--- src/rtl/tsg_pkg.sv ---
package tsg_pkg;
  localparam int DESC_W = 64;
  localparam int ADDR_W = 32;
  localparam int LIM_W  = 20;
  localparam int SEL_W  = 16;

  typedef enum logic [1:0] {
    SW_JMP  = 2'd0,
    SW_CALL = 2'd1,
    SW_INT  = 2'd2,
    SW_IRET = 2'd3
  } sw_kind_e;

  typedef enum logic [2:0] {
    FLT_NONE   = 3'd0,
    FLT_TYPE   = 3'd1,
    FLT_PRIV   = 3'd2,
    FLT_ABSENT = 3'd3,
    FLT_SHORT  = 3'd4,
    FLT_LOCAL  = 3'd5,
    FLT_BUSY   = 3'd6,
    FLT_IDLE   = 3'd7
  } fault_e;

  typedef enum logic [1:0] {
    ST_IDLE  = 2'd0,
    ST_FETCH = 2'd1,
    ST_WAIT  = 2'd2,
    ST_RES   = 2'd3
  } gk_state_e;

  typedef struct packed {
    logic [ADDR_W-1:0] base;
    logic [LIM_W-1:0]  lim;
    logic              gran;
    logic [1:0]        dpl;
    logic              present;
    logic              is_tss;
    logic              is_gate;
    logic              busy;
    logic [SEL_W-1:0]  gate_sel;
  } desc_f_t;
endpackage

--- src/rtl/tsg_decode.sv ---
module tsg_decode
  import tsg_pkg::*;
(
  input  logic [DESC_W-1:0] desc,
  output desc_f_t           f
);
  logic unused_resv;
  assign unused_resv = ^desc[54:52];

  always_comb begin
    f.base     = {desc[63:56], desc[39:32], desc[31:16]};
    f.lim      = {desc[51:48], desc[15:0]};
    f.gran     = desc[55];
    f.dpl      = desc[46:45];
    f.present  = desc[47];
    f.is_tss   = !desc[44] && desc[43] && !desc[42] && desc[40];
    f.is_gate  = !desc[44] && (desc[43:40] == 4'b0101);
    f.busy     = desc[41];
    f.gate_sel = desc[31:16];
  end
endmodule

--- src/rtl/tsg_rules.sv ---
module tsg_rules
  import tsg_pkg::*;
#(
  parameter logic [ADDR_W-1:0] MIN_LIMIT  = 32'h67,
  parameter int                GRAN_SHIFT = 12
) (
  input  desc_f_t           f,
  input  sw_kind_e          kind,
  input  logic [1:0]        cpl,
  input  logic [1:0]        rpl,
  input  logic              ti,
  input  logic              inner,
  output fault_e            fault,
  output logic              go_fetch,
  output logic [ADDR_W-1:0] eff_limit
);
  localparam logic [ADDR_W-1:0] GRAN_FILL = (ADDR_W'(1) << GRAN_SHIFT) - ADDR_W'(1);

  logic priv_ok;
  logic entering;

  assign eff_limit = f.gran ? ((ADDR_W'(f.lim) << GRAN_SHIFT) | GRAN_FILL)
                            : ADDR_W'(f.lim);
  assign priv_ok   = (f.dpl >= cpl) && (f.dpl >= rpl);
  assign entering  = (kind != SW_IRET);

  always_comb begin
    fault    = FLT_NONE;
    go_fetch = 1'b0;
    if (!inner && f.is_gate && entering) begin
      if (!priv_ok)        fault = FLT_PRIV;
      else if (!f.present) fault = FLT_ABSENT;
      else                 go_fetch = 1'b1;
    end else if (!inner && kind == SW_INT) begin
      fault = FLT_TYPE;
    end else if (ti) begin
      fault = FLT_LOCAL;
    end else if (!f.is_tss) begin
      fault = FLT_TYPE;
    end else if (!inner && entering && !priv_ok) begin
      fault = FLT_PRIV;
    end else if (!f.present) begin
      fault = FLT_ABSENT;
    end else if (eff_limit < MIN_LIMIT) begin
      fault = FLT_SHORT;
    end else if (entering && f.busy) begin
      fault = FLT_BUSY;
    end else if (!entering && !f.busy) begin
      fault = FLT_IDLE;
    end
  end
endmodule

--- src/rtl/tsg_actions.sv ---
module tsg_actions
  import tsg_pkg::*;
(
  input  sw_kind_e kind,
  input  logic     ok,
  output logic     set_in,
  output logic     clr_out,
  output logic     link
);
  always_comb begin
    set_in  = 1'b0;
    clr_out = 1'b0;
    link    = 1'b0;
    if (ok) begin
      unique case (kind)
        SW_JMP:  begin set_in = 1'b1; clr_out = 1'b1; end
        SW_CALL,
        SW_INT:  begin set_in = 1'b1; link = 1'b1; end
        SW_IRET: clr_out = 1'b1;
        default: ;
      endcase
    end
  end
endmodule

--- src/rtl/task_switch_gatekeeper.sv ---
module task_switch_gatekeeper
  import tsg_pkg::*;
#(
  parameter logic [31:0] MIN_TSS_LIMIT = 32'h67,
  parameter int          GRAN_SHIFT    = 12
) (
  input  logic              clk,
  input  logic              rst_n,
  input  logic              in_valid,
  output logic              in_ready,
  input  logic [DESC_W-1:0] in_desc,
  input  logic [1:0]        in_kind,
  input  logic [1:0]        in_cpl,
  input  logic [1:0]        in_rpl,
  input  logic              in_ti,
  output logic              fet_valid,
  input  logic              fet_ready,
  output logic [SEL_W-1:0]  fet_sel,
  output logic              res_valid,
  input  logic              res_ready,
  output logic [2:0]        res_fault,
  output logic [ADDR_W-1:0] res_base,
  output logic [ADDR_W-1:0] res_limit,
  output logic              res_set_in_busy,
  output logic              res_clr_out_busy,
  output logic              res_write_link
);
  gk_state_e         state;
  sw_kind_e          held_kind;
  logic [SEL_W-1:0]  held_sel;

  desc_f_t           fields;
  sw_kind_e          kind_mux;
  logic              ti_mux;
  logic              inner;
  fault_e            fault;
  logic              go_fetch;
  logic [ADDR_W-1:0] eff_limit;
  logic              ok;
  logic              act_set, act_clr, act_link;
  logic              accept;

  assign inner    = (state == ST_WAIT);
  assign kind_mux = inner ? held_kind : sw_kind_e'(in_kind);
  assign ti_mux   = inner ? held_sel[2] : in_ti;
  assign ok       = (fault == FLT_NONE);

  assign in_ready  = (state == ST_IDLE) || (state == ST_WAIT);
  assign fet_valid = (state == ST_FETCH);
  assign res_valid = (state == ST_RES);
  assign fet_sel   = held_sel;
  assign accept    = in_valid && in_ready;

  tsg_decode u_decode (
    .desc (in_desc),
    .f    (fields)
  );

  tsg_rules #(
    .MIN_LIMIT  (MIN_TSS_LIMIT),
    .GRAN_SHIFT (GRAN_SHIFT)
  ) u_rules (
    .f         (fields),
    .kind      (kind_mux),
    .cpl       (in_cpl),
    .rpl       (in_rpl),
    .ti        (ti_mux),
    .inner     (inner),
    .fault     (fault),
    .go_fetch  (go_fetch),
    .eff_limit (eff_limit)
  );

  tsg_actions u_actions (
    .kind    (kind_mux),
    .ok      (ok),
    .set_in  (act_set),
    .clr_out (act_clr),
    .link    (act_link)
  );

  always_ff @(posedge clk) begin
    if (!rst_n) begin
      state            <= ST_IDLE;
      held_kind        <= SW_JMP;
      held_sel         <= '0;
      res_fault        <= '0;
      res_base         <= '0;
      res_limit        <= '0;
      res_set_in_busy  <= 1'b0;
      res_clr_out_busy <= 1'b0;
      res_write_link   <= 1'b0;
    end else begin
      unique case (state)
        ST_IDLE, ST_WAIT: begin
          if (accept) begin
            if (!inner && go_fetch) begin
              held_kind <= kind_mux;
              held_sel  <= fields.gate_sel;
              state     <= ST_FETCH;
            end else begin
              res_fault        <= fault;
              res_base         <= ok ? fields.base : '0;
              res_limit        <= ok ? eff_limit : '0;
              res_set_in_busy  <= act_set;
              res_clr_out_busy <= act_clr;
              res_write_link   <= act_link;
              state            <= ST_RES;
            end
          end
        end
        ST_FETCH: if (fet_ready) state <= ST_WAIT;
        ST_RES:   if (res_ready) state <= ST_IDLE;
        default:  state <= ST_IDLE;
      endcase
    end
  end
endmodule

--- config.mk ---
export PLATFORM = sky130hd
export DESIGN_NAME = task_switch_gatekeeper
export DESIGN_NICKNAME = d
export VERILOG_FILES = /design/src/rtl/tsg_pkg.sv /design/src/rtl/tsg_decode.sv /design/src/rtl/tsg_rules.sv /design/src/rtl/tsg_actions.sv /design/src/rtl/task_switch_gatekeeper.sv
export SDC_FILE = /design/constraint.sdc
export NUM_CORES = 1
export LEC_CHECK = 0
export CAP_MARGIN = 20
export CORE_MARGIN = 5
export CORE_UTILIZATION = 50
export DETAILED_ROUTE_END_ITERATION = 8
export GPL_ROUTABILITY_DRIVEN = 1
export GPL_TIMING_DRIVEN = 0
export MAX_ROUTING_LAYER = met4
export PLACE_DENSITY = 0.94
export SLEW_MARGIN = 10
export SYNTH_ARGS = -nofsm -noshare
export SYNTH_HDL_FRONTEND = slang
export SYNTH_HIERARCHICAL = 1
export SYNTH_SLANG_ARGS = --single-unit
--- constraint.sdc ---
create_clock -name clk -period 4.35 [get_ports clk]
set_clock_uncertainty 0.2 [all_clocks]
set_input_delay 0.6525 -clock clk [delete_from_list [all_inputs] [get_ports clk]]
set_output_delay 0.6525 -clock clk [all_outputs]
set_load 0.1 [all_outputs]
==> results.md, run 1 <==
* H-tree depth at 3
* CP Class: flip-flop to flip-flop
* Gpl congestion at 0.897
* Placed Instances at 830
* Worst path cell trace: inv_1, nand2_1, mux2_2, and2_1, nor2_1, o21ai_0, a31oi_1, a311oi_2, nor3_2, buf_2, buf_4, nand4_1, a21boi_1
* Ant diodes at 0
* GRT Max-Usage Layer: met2
* Setup TNS at 0 ns
* Combinational family with the most area after synthesis: compound AO/OA/AOI/OAI gates
* Internal power consumption at 0.00125 W
* Switching share of total power at 29.6%
* Sw power at 0.000523 W
* Met1 Usage GRT at 29.4%
* Initial antenna violation count at 0
* Commonest non-fill, non-tap cell in the layout: clkdlybuf4s50_1
* Hold WS at around 0.26 ns
* Share of async-settable or async-resettable flops after synthesis at 0%
* Gate power share at 17.5%
* Warning count from the yosys run at 6
* MaxCap Viol Count at 0
* Via Count at 4728
* Leakage power at roughly 2.4 nW
* RSZ-0062 raised after global routing: false
* TritonCTS clock tree: done
* Worst R2R Start: state[0]$_SDFFE_PN0P_
* Layout Cells excl Fill at 846
* Largest net degree at the start of global routing at 19
* CP endpoint: res_limit[5]$_SDFFE_PN0P_
* PostCTS Resize Cnt at 0
* Nature of the critical path startpoint: flip-flop
* Residual DRC count at 0
* First-pass GRT wire length at 23200 microns
* Share of total power in the clock network at about a third
* Worst-path maximum fanout at 10
* DR iter-0 viols at 213
* Mean Syn Cell Area at 8.48 sq um
* Slew headroom at between 30% and 40%
* Ports at 165
* Post-synthesis simple-gate area fraction at 19.7%
* Cts hold-fix bufs at 0
* Full die area at 12200 sq um
* Worst EP required at around 4.4 ns
* Initial Util at about 51%
* Placed cell area at 6240 sq um
* CP delay by family, top: simple AND/OR/NAND/NOR gates
* Post-Synth Adder-Cell Area at 1.49%
* XOR/XNOR Fraction of Synth Area at 0%
* Gr ovfl total at 0
* IO Port Bufs at 104
* Clk slew on worst S/H paths at ~0.1 ns
* PwrDens at about 270 nW/um^2
* Final number of hold-violating endpoints at 0
* Die X-Extent at ~110 microns
* Max incr delay on CP at 0.47 ns
* Setup violators final at 0
* Die Span Y at between 100 and 150 microns
* Peak supply drop at about 0.16 mV
* Fin. max-slew vios at 0
* Core area at 9770 sq um
* Routed Antenna Nets at 0
* Synth Area in Compound Gates at 22.8%
* HPWL after detailed placement at roughly 11000 microns
* Crit path depth at 13
* Row count at 36
* Routed len/inst at 17.4 microns
* HP Start: fet_sel[3]$_SDFFE_PN0P_
* Number of synthesized flops with an enable pin at 0
* Tcrit/Tclk final at 76.1%
* Nets at 790
* Mapped Nets at just under 700
* Routed wire length at 14700 microns
* Bufs on Longest Clock Path at 2
* R2R setup slack at around 1.0 ns
* Filler instances at roughly 810
* Hold WC Path Type: flip-flop to flip-flop
* Worst endpoint data arrival time at approximately 3.4 ns
* Worst-Skew Late Latency at approximately 0.35 ns
* Outcome: completed
* Reg2reg path depth at 13
* Mapped Cells at ~600
* Clock root buffer: clkbuf_8
* Unique masters post-synth at 43
* CP endpoint kind: flip-flop
* CP Launch Point: state[0]$_SDFFE_PN0P_
* Met3 usage in global routing at 4.19%
* Layout cells sized above 1 at 23.0%
* Post-Syn Area at 5030 sq um
* Worst R2R End: res_limit[5]$_SDFFE_PN0P_
* Vias in the first global route at 4736
* Post-synthesis mux area share at between 2 and 3%
* Clock sinks at 90
* Syn-to-layout area delta at 28.3%
* Synthesized flop and latch total at 90
* Total CTS buffers at 9
* Drt via density at 5.59
* Fmax achieved at 302 MHz
* CP max-delay cell: dfxtp_1
* Setup fix buffers added after clock tree synthesis at 0
* Total global-route track usage at roughly a quarter
* Critical path buffers and inverters at 3
* Seq/Total Area, Yosys at between 30 and 40%
* GR Util met2 at 42.5%
* Tightest Pin Transition at ~1 ns
* Post-layout min period at 3.31 ns
* Finished Cell Area at 6450 sq um
* Commonest non-fill, non-tap cells in the layout: 104 x clkdlybuf4s50_1, 90 x dfxtp_1, 88 x a21boi_1, 81 x buf_4, 67 x o21ai_0
* Synth Flop Type: dfxtp_1
* Drt pass-1 iters at 5
* Reg power frac at 47.3%
how the worst min path moves through the flow:
stage / to / slack (ns) / depth (start not counted)
floorplan: held_kind[0]$_SDFFE_PN0P_ / 0.23 / 2
global placement: fet_sel[7]$_SDFFE_PN0P_ / 0.24 / 2
detailed placement: fet_sel[14]$_SDFFE_PN0P_ / 0.25 / 2
finish: fet_sel[3]$_SDFFE_PN0P_ / 0.26 / 2
CTS: fet_sel[3]$_SDFFE_PN0P_ / 0.26 / 2
global route: fet_sel[9]$_SDFFE_PN0P_ / 0.28 / 2
state kept, by name, indices dropped and copies added (netlist names):
name / flops
held_kind: 2
res_limit: 32
fet_sel: 16
res_base: 32
state: 2
res_clr_out_busy: 1
res_set_in_busy: 1
res_write_link: 1
res_fault: 3
final cells by class:
cell class / count / area, sq um / area share (%)
multi-input combinational: 365 / 2350 / 36.4
sequential: 90 / 1800 / 27.9
timing repair buffer: 104 / 1040 / 16.1
buffer: 129 / 845 / 13.1
tap: 133 / 166 / 2.58
clock buffer: 9 / 124 / 1.92
clock inverter: 7 / 92.6 / 1.43
inverter: 9 / 33.8 / 0.523
per-layer routing:
metal,share of wire (%),vias up,wire [microns]
met2,50,203,7390
li1,-,2251,-
met1,41,2249,6040
met3,7.5,25,1100
met5,0,-,0
met4,1.4,0,206
synthesized netlist by cell type, types with 2 or more instances:
library cell / instances / share of area, %
nor2_1: 5 / 0.37
mux2_2: 10 / 2.2
nand2b_1: 6 / 0.75
nand2_1: 38 / 2.8
dfxtp_1: 90 / 36
and4bb_1: 2 / 0.50
inv_1: 9 / 0.67
nand4_1: 64 / 8.0
nand3_1: 6 / 0.60
buf_4: 81 / 12
ha_1: 6 / 1.5
nor2b_1: 3 / 0.37
nor3_1: 4 / 0.40
nor3b_1: 2 / 0.30
nor3_2: 2 / 0.40
nand4bb_1: 2 / 0.45
and2_1: 15 / 1.9
a21boi_1: 88 / 13
o21ai_0: 67 / 6.7
o21ai_1: 6 / 0.60
a21oi_1: 8 / 0.80
and3_1: 2 / 0.25
clkbuf_2: 7 / 0.70
buf_6: 2 / 0.45
buf_2: 26 / 2.6
o211ai_1: 2 / 0.30
clkbuf_1: 13 / 0.97
or2_2: 12 / 1.5
worst register-to-register path: stages, from the launching register on:
cell and delay [ns]:
dfxtp_1 0.47, inv_1 0.11, nand2_1 0.17, mux2_2 0.39, and2_1 0.18, nor2_1 0.16
o21ai_0 0.17, a31oi_1 0.26, a311oi_2 0.10, nor3_2 0.21, buf_2 0.29, buf_4 0.22
nand4_1 0.14, a21boi_1 0.17
metrics by stage:
| step | total power [W] | setup slack (ns) | util [%] |
|---|---|---|---|
| 4_1_cts | 0.00177 | 1.08 | 66.0 |
| 6_report | 0.00177 | 1.04 | 66.0 |
| 3_5_place_dp | 0.00116 | 0.830 | 63.8 |
| 3_3_place_gp | 0.00115 | 0.904 | 63.8 |
| 5_1_grt | 0.00183 | 0.843 | 66.0 |
| 2_1_floorplan | 0.00108 | 1.12 | - |
kinds of logic after synthesis:
| family | Yosys count |
|---|---|
| compound gates | 178 |
| simple gates | 169 |
| buf+inv | 138 |
| flops | 90 |
| mux | 12 |
| fa+ha+maj | 6 |
power by group through the flow:
stage,Combinational [W],Sequential (W),Clock (W)
floorplan,0.000184,0.000900,0
detailed placement,0.000304,0.000855,0
global placement,0.000297,0.000855,0
CTS,0.000306,0.000836,0.000632
global route,0.000329,0.000837,0.000664
finish,0.000309,0.000836,0.000623
Note: power is estimated with default switching activity, not from simulation.
==> inputs of run 2 (changes only) <==
- CORE_UTILIZATION: 50 -> 47
- PLACE_DENSITY: 0.94 -> 0.9
- clock period: 4.35 -> 3.4 ns (I/O delays scaled with it)
==> run 2 against run 1 <==
  * Routed wire length shrank 1.2%
  * Cell count grew 0.35%
  * First-iteration DRC count up 39%
  * Largest cell class unchanged
  * Cell area shrank 0.48%
  * Worst hold slack worse by 0.080 ns
  * Clock power rose by 6.7%
  * Critical path depth unchanged
  * Global-route usage fell by 1.9 points
  * Critical path type unchanged
  * Power up 20%
==> results.md, run 2 (synthesized netlist as in run 1, its figures left out) <==
* Worst-Skew Late Latency at 0.37 ns (was 0.35 ns)
* Largest net degree at the start of global routing at 15 (was 19)
* Drt pass-1 iters at 5 (unchanged)
* Reg2reg path depth at 13 (unchanged)
* IO Port Bufs at 104 (unchanged)
* Hold WC Path Type: input port to flip-flop (was flip-flop to flip-flop)
* MaxCap Viol Count at 0 (unchanged)
* Routed Antenna Nets at 0 (unchanged)
* Setup violators final at 0 (unchanged)
* Worst path cell trace: inv_1, nand2_1, mux2_2, and2_1, nor2_1, and2_1, and3_1, a21oi_1, nor3_2, clkbuf_4, buf_4, nand4_1, a21boi_1 (was inv_1, nand2_1, mux2_2, and2_1, nor2_1, o21ai_0, a31oi_1, a311oi_2, nor3_2, buf_2, buf_4, nand4_1, a21boi_1)
* Share of total power in the clock network at 31.2% (was 35.2%)
* First-pass GRT wire length at 23100 microns (was 23200 microns)
* Cts hold-fix bufs at 0 (unchanged)
* Commonest non-fill, non-tap cells in the layout: 104 x clkdlybuf4s50_1, 89 x dfxtp_1, 88 x a21boi_1, 81 x buf_4, 67 x o21ai_0 (was 104 x clkdlybuf4s50_1, 90 x dfxtp_1, 88 x a21boi_1, 81 x buf_4, 67 x o21ai_0)
* Filler instances at 886 (was 805)
* Post-layout min period at 3.11 ns (was 3.31 ns)
* Internal power consumption at 0.00151 W (was 0.00125 W)
* Row count at 37 (was 36)
* Tightest Pin Transition at 1.03 ns (about the same)
* CP endpoint kind: flip-flop (unchanged)
* Total global-route track usage at 22.7% (was 24.7%)
* Via Count at 4717 (was 4728)
* Clock sinks at 90 (unchanged)
* Slew headroom at 31.3% (was 31.1%)
* Gr ovfl total at 0 (unchanged)
* TritonCTS clock tree: done (unchanged)
* Layout cells sized above 1 at 22.9% (was 23.0%)
* Peak supply drop at 0.269 mV (was 0.158 mV)
* Vias in the first global route at 4724 (was 4736)
* Routed len/inst at 17.1 microns (was 17.4 microns)
* RSZ-0062 raised after global routing: false (unchanged)
* Residual DRC count at 0 (unchanged)
* Gate power share at 18.5% (was 17.5%)
* Reg power frac at 50.3% (was 47.3%)
* Initial Util at 48.5% (was 51.5%)
* Leakage power at 2.33 nW (was 2.37 nW)
* PwrDens at 331 nW/um^2 (was 274 nW/um^2)
* Worst endpoint data arrival time at 3.20 ns (was 3.39 ns)
* Tcrit/Tclk final at 91.5% (was 76.1%)
* Syn-to-layout area delta at 27.7% (was 28.3%)
* CP max-delay cell: dfxtp_2 (was dfxtp_1)
* CP Class: flip-flop to flip-flop (unchanged)
* DR iter-0 viols at 296 (was 213)
* Critical path buffers and inverters at 3 (unchanged)
* Crit path depth at 13 (unchanged)
* Hold WS at 0.178 ns (was 0.258 ns)
* Outcome: completed (unchanged)
* Ports at 165 (unchanged)
* Drt via density at 5.56 (was 5.59)
* Gpl congestion at 0.885 (was 0.897)
* Clk slew on worst S/H paths at 0.09 ns (was 0.10 ns)
* Bufs on Longest Clock Path at 2 (unchanged)
* Worst EP required at 3.49 ns (was 4.43 ns)
* H-tree depth at 3 (unchanged)
* Commonest non-fill, non-tap cell in the layout: clkdlybuf4s50_1 (unchanged)
* Final number of hold-violating endpoints at 0 (unchanged)
* WHS Path Cells at 3 (was 2)
* Nature of the critical path startpoint: flip-flop (unchanged)
* Ant diodes at 0 (unchanged)
* Initial antenna violation count at 0 (unchanged)
* Max incr delay on CP at 0.41 ns (was 0.47 ns)
* Full die area at 12900 sq um (was 12200 sq um)
* Fin util at 61.9% (was 66.0%)
* HPWL after detailed placement at 11200 microns (was 11400 microns)
* Fmax achieved at 321 MHz (was 302 MHz)
* Cell with the most instances on the worst path: and2_1
* Fin. max-slew vios at 0 (unchanged)
* Die Span Y at 113 microns (was 110 microns)
* Finished Cell Area at 6420 sq um (was 6450 sq um)
* Sw power at 0.000614 W (was 0.000523 W)
* CP delay by family, top: simple AND/OR/NAND/NOR gates (unchanged)
* Setup TNS at 0 ns (unchanged)
* Worst-path maximum fanout at 10 (unchanged)
* Switching share of total power at 28.8% (was 29.6%)
* Core area at 10400 sq um (was 9770 sq um)
* Clock root buffer: clkbuf_8 (unchanged)
* Placed cell area at 6240 sq um (about the same)
* Total CTS buffers at 9 (unchanged)
* Routed wire length at 14600 microns (was 14700 microns)
* Nets at 790 (unchanged)
* Die X-Extent at 113 microns (was 110 microns)
[run 2: worst paths after layout]
| check | slack, ns | startpoint | end |
|---|---|---|---|
| worst min register to register | 0.26 | fet_sel[3]$_SDFFE_PN0P_ | fet_sel[3]$_SDFFE_PN0P_ |
| worst min-delay path | 0.18 | in_desc[22] | fet_sel[6]$_SDFFE_PN0P_ |
| worst max-delay path | 0.29 | state[0]$_SDFFE_PN0P_ | res_limit[17]$_SDFFE_PN0P_ |
| worst max register to register | 0.29 | state[0]$_SDFFE_PN0P_ | res_limit[17]$_SDFFE_PN0P_ |
[run 2: timing repair]
action,4_1_cts,5_1_grt
hold endpoints to repair,0,0
endpoints found under the setup margin,0,55
resized for setup,0,3
setup buffers,0,0
[run 2: cell type report]
class / instances / area, sq um / area share (%)
clock inverters: 4 / 27.5 / 0.429
plain buffers: 129 / 847 / 13.2
flip-flops and latches: 90 / 1800 / 28.1
well taps: 136 / 170 / 2.65
inverters: 9 / 33.8 / 0.526
multi-input cells: 365 / 2360 / 36.7
repair buffers: 104 / 1040 / 16.2
clock buffers: 12 / 145 / 2.26
[run 2: power groups by stage]
stage                     Combinational, W  Sequential [W]  Clock [W]
after floorplan                   0.000236         0.00115          0
after global placement            0.000381         0.00109          0
after detailed placement          0.000389         0.00109          0
after CTS                         0.000390         0.00107   0.000676
after global routing              0.000418         0.00107   0.000724
final                             0.000394         0.00107   0.000665
[run 2: per-layer routing]
metal | track usage, % | vias to the layer above | wire length (microns) | share of wire, %
li1 | - | 2263 | - | -
met1 | 26.8 | 2236 | 6000 | 41
met2 | 37.8 | 196 | 7040 | 48
met3 | 6.05 | 22 | 1250 | 8.6
met4 | 7.05 | 0 | 275 | 1.9
met5 | - | - | 0 | 0
[run 2: metrics by stage]
stage,cells,setup WS (ns),power (W)
finish,849,0.289,0.00213
global route,849,0.111,0.00221
CTS,849,0.126,0.00214
detailed placement,833,0.0244,0.00148
global placement,833,0.142,0.00147
floorplan,593,0.166,0.00139
[run 2: tightest hold or removal path, delay by kind of cell]
family	cells	cell delay, ns
AO/OA/AOI/OAI	1	0.05
buffers and inverters	1	0.11
AND/OR/NAND/NOR	1	0.04
==> inputs of run 3 (changes only) <==
- ABC_AREA: default -> 1
- PLACE_DENSITY: 0.9 -> 0.89
==> run 3 against run 2 <==
  * First-iteration DRC count is 1.0% lower
  * Worst setup slack got worse by 0.030 ns
  * Count of clock-buffer cells in the layout fell by 3
  * Highest routed layer unchanged
==> results.md, run 3 <==
* Sw power at 0.00114 W (was 0.000614 W)
* Gate power share at 35.1% (was 18.5%)
* Filler instances at 1009 (was 886)
* Routed len/inst at 12.6 microns (was 17.1 microns)
* Hold WS at 0.187 ns (was 0.178 ns)
* RSZ-0062 raised after global routing: false (unchanged)
* Post-Syn Area at 5080 sq um (was 5030 sq um)
* Clock root buffer: clkbuf_8 (unchanged)
* Seq/Total Area, Yosys at 35.5% (was 35.8%)
* Slew headroom at 31.2% (was 31.3%)
* Total CTS buffers at 9 (unchanged)
* Worst R2R Start: state[0]$_SDFFE_PN0P_ (unchanged)
* CP Class: flip-flop to flip-flop (unchanged)
* Synthesized flop and latch total at 90 (unchanged)
* Die X-Extent at 114 microns (was 113 microns)
* Internal power consumption at 0.00167 W (was 0.00151 W)
* Switching share of total power at 40.6% (was 28.8%)
* Worst endpoint data arrival time at 3.18 ns (was 3.20 ns)
* Ports at 165 (unchanged)
* Hold WC Path Type: input port to flip-flop (unchanged)
* Outcome: completed (unchanged)
* Reg2reg path depth at 17 (was 13)
* Setup TNS at 0 ns (unchanged)
* Clock sinks at 90 (unchanged)
* Post-layout min period at 3.14 ns (was 3.11 ns)
* Bufs on Longest Clock Path at 2 (unchanged)
* Routed Antenna Nets at 0 (unchanged)
* Multi-input gate area at 2040 sq um (was 2360 sq um)
* Drt pass-1 iters at 5 (unchanged)
* Core area at 10700 sq um (was 10400 sq um)
* HP Start: in_desc[17] (was in_desc[22])
* Setup violators final at 0 (unchanged)
* Setup fix buffers added after clock tree synthesis at 0 (unchanged)
* Reg power frac at 41.0% (was 50.3%)
* FF+latch area at 1800 sq um (about the same)
* Unique masters post-synth at 28 (was 43)
* Top cells by area, synth: dfxtp_1 35%, nor2_1 19%, buf_4 13% (was dfxtp_1 36%, a21boi_1 13%, buf_4 12%)
* Worst path cell trace: inv_2, nand2_4, o21ai_0, inv_1, or3b_2, nand3_1, inv_1, a21oi_1, nor2_1, nand2_1, clkbuf_4, clkbuf_4, inv_1, inv_1, nor2_1, o21ai_0, nor2_1 (was inv_1, nand2_1, mux2_2, and2_1, nor2_1, and2_1, and3_1, a21oi_1, nor3_2, clkbuf_4, buf_4, nand4_1, a21boi_1)
* Worst EP required at 3.44 ns (was 3.49 ns)
* Commonest non-fill, non-tap cell in the layout: nor2_1 (was clkdlybuf4s50_1)
* Warning count from the yosys run at 6 (unchanged)
* WHS Path Cells at 3 (unchanged)
* Number of synthesized flops with an enable pin at 0 (unchanged)
* Mean Syn Cell Area at 6.42 sq um (was 8.48 sq um)
* Most common cell in the netlist: nor2_1 (was dfxtp_1)
* R2R setup slack at 0.26 ns (was 0.29 ns)
* Nature of the critical path startpoint: flip-flop (unchanged)
* Most instantiated cells after synthesis: 258 x nor2_1, 118 x inv_1, 90 x dfxtp_1 (was 90 x dfxtp_1, 88 x a21boi_1, 81 x buf_4)
* Initial antenna violation count at 0 (unchanged)
* Worst-Skew Late Latency at 0.34 ns (was 0.37 ns)
* Fin. max-slew vios at 0 (unchanged)
* Drt via density at 4.51 (was 5.56)
* H-tree depth at 3 (unchanged)
* CP endpoint kind: flip-flop (unchanged)
* DR iter-0 viols at 293 (was 296)
* Tcrit/Tclk final at 92.4% (was 91.5%)
* Clk slew on worst S/H paths at 0.09 ns (about the same)
* Tightest Pin Transition at 1.03 ns (about the same)
* Worst R2R End: res_set_in_busy$_SDFFE_PN0P_ (was res_limit[17]$_SDFFE_PN0P_)
* Die Span Y at 114 microns (was 113 microns)
* Largest net degree at the start of global routing at 17 (was 15)
* Fmax achieved at 318 MHz (was 321 MHz)
* Vias in the first global route at 4398 (was 4724)
* Ant diodes at 0 (unchanged)
* Commonest non-fill, non-tap cells in the layout: 258 x nor2_1, 118 x inv_1, 104 x clkdlybuf4s50_1, 90 x dfxtp_1, 89 x buf_4 (was 104 x clkdlybuf4s50_1, 89 x dfxtp_1, 88 x a21boi_1, 81 x buf_4, 67 x o21ai_0)
* TritonCTS clock tree: done (unchanged)
* Total global-route track usage at 20.7% (was 22.7%)
* Via Count at 4740 (was 4717)
* CP delay by family, top: buffers and inverters (was simple AND/OR/NAND/NOR gates)
* Yosys top cell by area: dfxtp_1 (unchanged)
* Row count at 38 (was 37)
* Pwr Total at 0.00281 W (was 0.00213 W)
* Routed wire length at 13300 microns (was 14600 microns)
* Peak supply drop at 0.306 mV (was 0.269 mV)
* Gpl congestion at 0.899 (was 0.885)
* Hold Crit Endpoint: fet_sel[1]$_SDFFE_PN0P_ (was fet_sel[6]$_SDFFE_PN0P_)
* Leakage power at 3.31 nW (was 2.33 nW)
* Gr ovfl total at 0 (unchanged)
* Residual DRC count at 0 (unchanged)
* Cell with the most instances on the worst path: inv_1 (was and2_1)
* Mapped Cells at 791 (was 593)
* Share of the synthesized area in the top cell type at 35.5% (was 35.8%)
* PwrDens at 433 nW/um^2 (was 331 nW/um^2)
* Worst-path maximum fanout at 10 (unchanged)
* Nets at 988 (was 790)
* Synth Flop Type: dfxtp_1 (unchanged)
* Share of async-settable or async-resettable flops after synthesis at 0% (unchanged)
* Mapped Nets at 873 (was 675)
* Syn-to-layout area delta at 27.6% (was 27.7%)
* Max incr delay on CP at 0.47 ns (was 0.41 ns)
* CP max-delay cell: or3b_2 (was dfxtp_2)
* Layout cells sized above 1 at 15.7% (was 22.9%)
* Initial Util at 47.5% (was 48.5%)
* MaxCap Viol Count at 0 (unchanged)
* Final number of hold-violating endpoints at 0 (unchanged)
* Full die area at 13000 sq um (was 12900 sq um)
* IO Port Bufs at 104 (unchanged)
* HPWL after detailed placement at 10200 microns (was 11200 microns)
* Critical path buffers and inverters at 7 (was 3)
* Share of total power in the clock network at 24.0% (was 31.2%)
* First-pass GRT wire length at 21200 microns (was 23100 microns)
==> run 3: cell count changes in the layout (fill, tap and decap cells not counted), sizes merged, moves of 6 or more <==
cell | previous run | this run
a21boi | 88 | 0
and2 | 16 | 0
buf | 108 | 94
clkbuf | 33 | 26
inv | 9 | 125
mux2 | 11 | 0
nand2 | 38 | 84
nand2b | 6 | 0
nand4 | 64 | 0
nor2 | 5 | 262
o21ai | 73 | 92
or2 | 12 | 4
==> run 3: kinds of logic (layout without fill, tap and decap cells) <==
| kind of cell | after synthesis | count (layout) | synth area share (%) |
|---|---|---|---|
| simple gates | 365 | 365 | 29.0 |
| fa+ha+maj | 6 | 6 | 1.48 |
| flops | 90 | 90 | 35.5 |
| buf+inv | 234 | 354 | 24.4 |
| compound gates | 96 | 96 | 9.58 |
==> run 3: worst max path at each step <==
stage,from,endpoint,slack (ns),cells past startpoint
after floorplan,state[0]$_SDFFE_PN0P_,res_clr_out_busy$_SDFFE_PN0P_,0.25,17
after global placement,in_kind[1],res_set_in_busy$_SDFFE_PN0P_,-0.27,18
after detailed placement,in_kind[1],res_set_in_busy$_SDFFE_PN0P_,-0.30,18
after CTS,state[0]$_SDFFE_PN0P_,res_set_in_busy$_SDFFE_PN0P_,0.006,17
after global routing,state[0]$_SDFFE_PN0P_,res_clr_out_busy$_SDFFE_PN0P_,0.04,17
final,state[0]$_SDFFE_PN0P_,res_set_in_busy$_SDFFE_PN0P_,0.26,17
==> run 3: power by group through the flow <==
stage	clock (W)	combinational [W]	sequential [W]
3_5_place_dp	0	0.000983	0.00118
4_1_cts	0.000692	0.000986	0.00115
2_1_floorplan	0	0.000337	0.00160
3_3_place_gp	0	0.000975	0.00117
6_report	0.000672	0.000985	0.00115
5_1_grt	0.000750	0.00105	0.00116
==> run 3: what timing repair did <==
item | CTS | global route
setup endpoints to repair | 0 | 47
resized for setup | 0 | 9
hold buffers | 0 | 0
==> run 3: area by class of cell <==
class,instances,area share (%)
Multi-Input combinational cell,467,31.4
Timing Repair Buffer,104,16.1
Clock buffer,9,1.91
Tap cell,140,2.70
Clock inverter,7,0.811
Inverter,123,7.16
Sequential cell,90,27.8
Buffer,111,12.1
==> run 3: worst reg2reg max path: stages (launching register included) <==
cell and delay, ns:
dfxtp_1 0.37, inv_2 0.14, nand2_4 0.10, o21ai_0 0.24, inv_1 0.12, or3b_2 0.47
nand3_1 0.10, inv_1 0.06, a21oi_1 0.26, nor2_1 0.08, nand2_1 0.08, clkbuf_4 0.22
clkbuf_4 0.24, inv_1 0.07, inv_1 0.07, nor2_1 0.05, o21ai_0 0.15, nor2_1 0.05
==> run 3: through the flow <==
step	instance area, sq um	utilization [%]	cells	setup WS, ns
CTS	6470	60.5	1051	0.00634
detailed placement	6290	58.8	1035	-0.295
global placement	6290	58.8	1035	-0.268
global route	6480	60.6	1051	0.0433
floorplan	5080	-	791	0.247
finish	6480	60.6	1051	0.259
==> run 3: routing by layer <==
| metal | up-vias | global-route usage [%] | share of wire [%] |
|---|---|---|---|
| met5 | - | - | 0 |
| met4 | 0 | 6.49 | 2.2 |
| met3 | 20 | 4.77 | 6.9 |
| met2 | 157 | 32.9 | 47 |
| met1 | 2056 | 26.3 | 44 |
| li1 | 2507 | - | - |
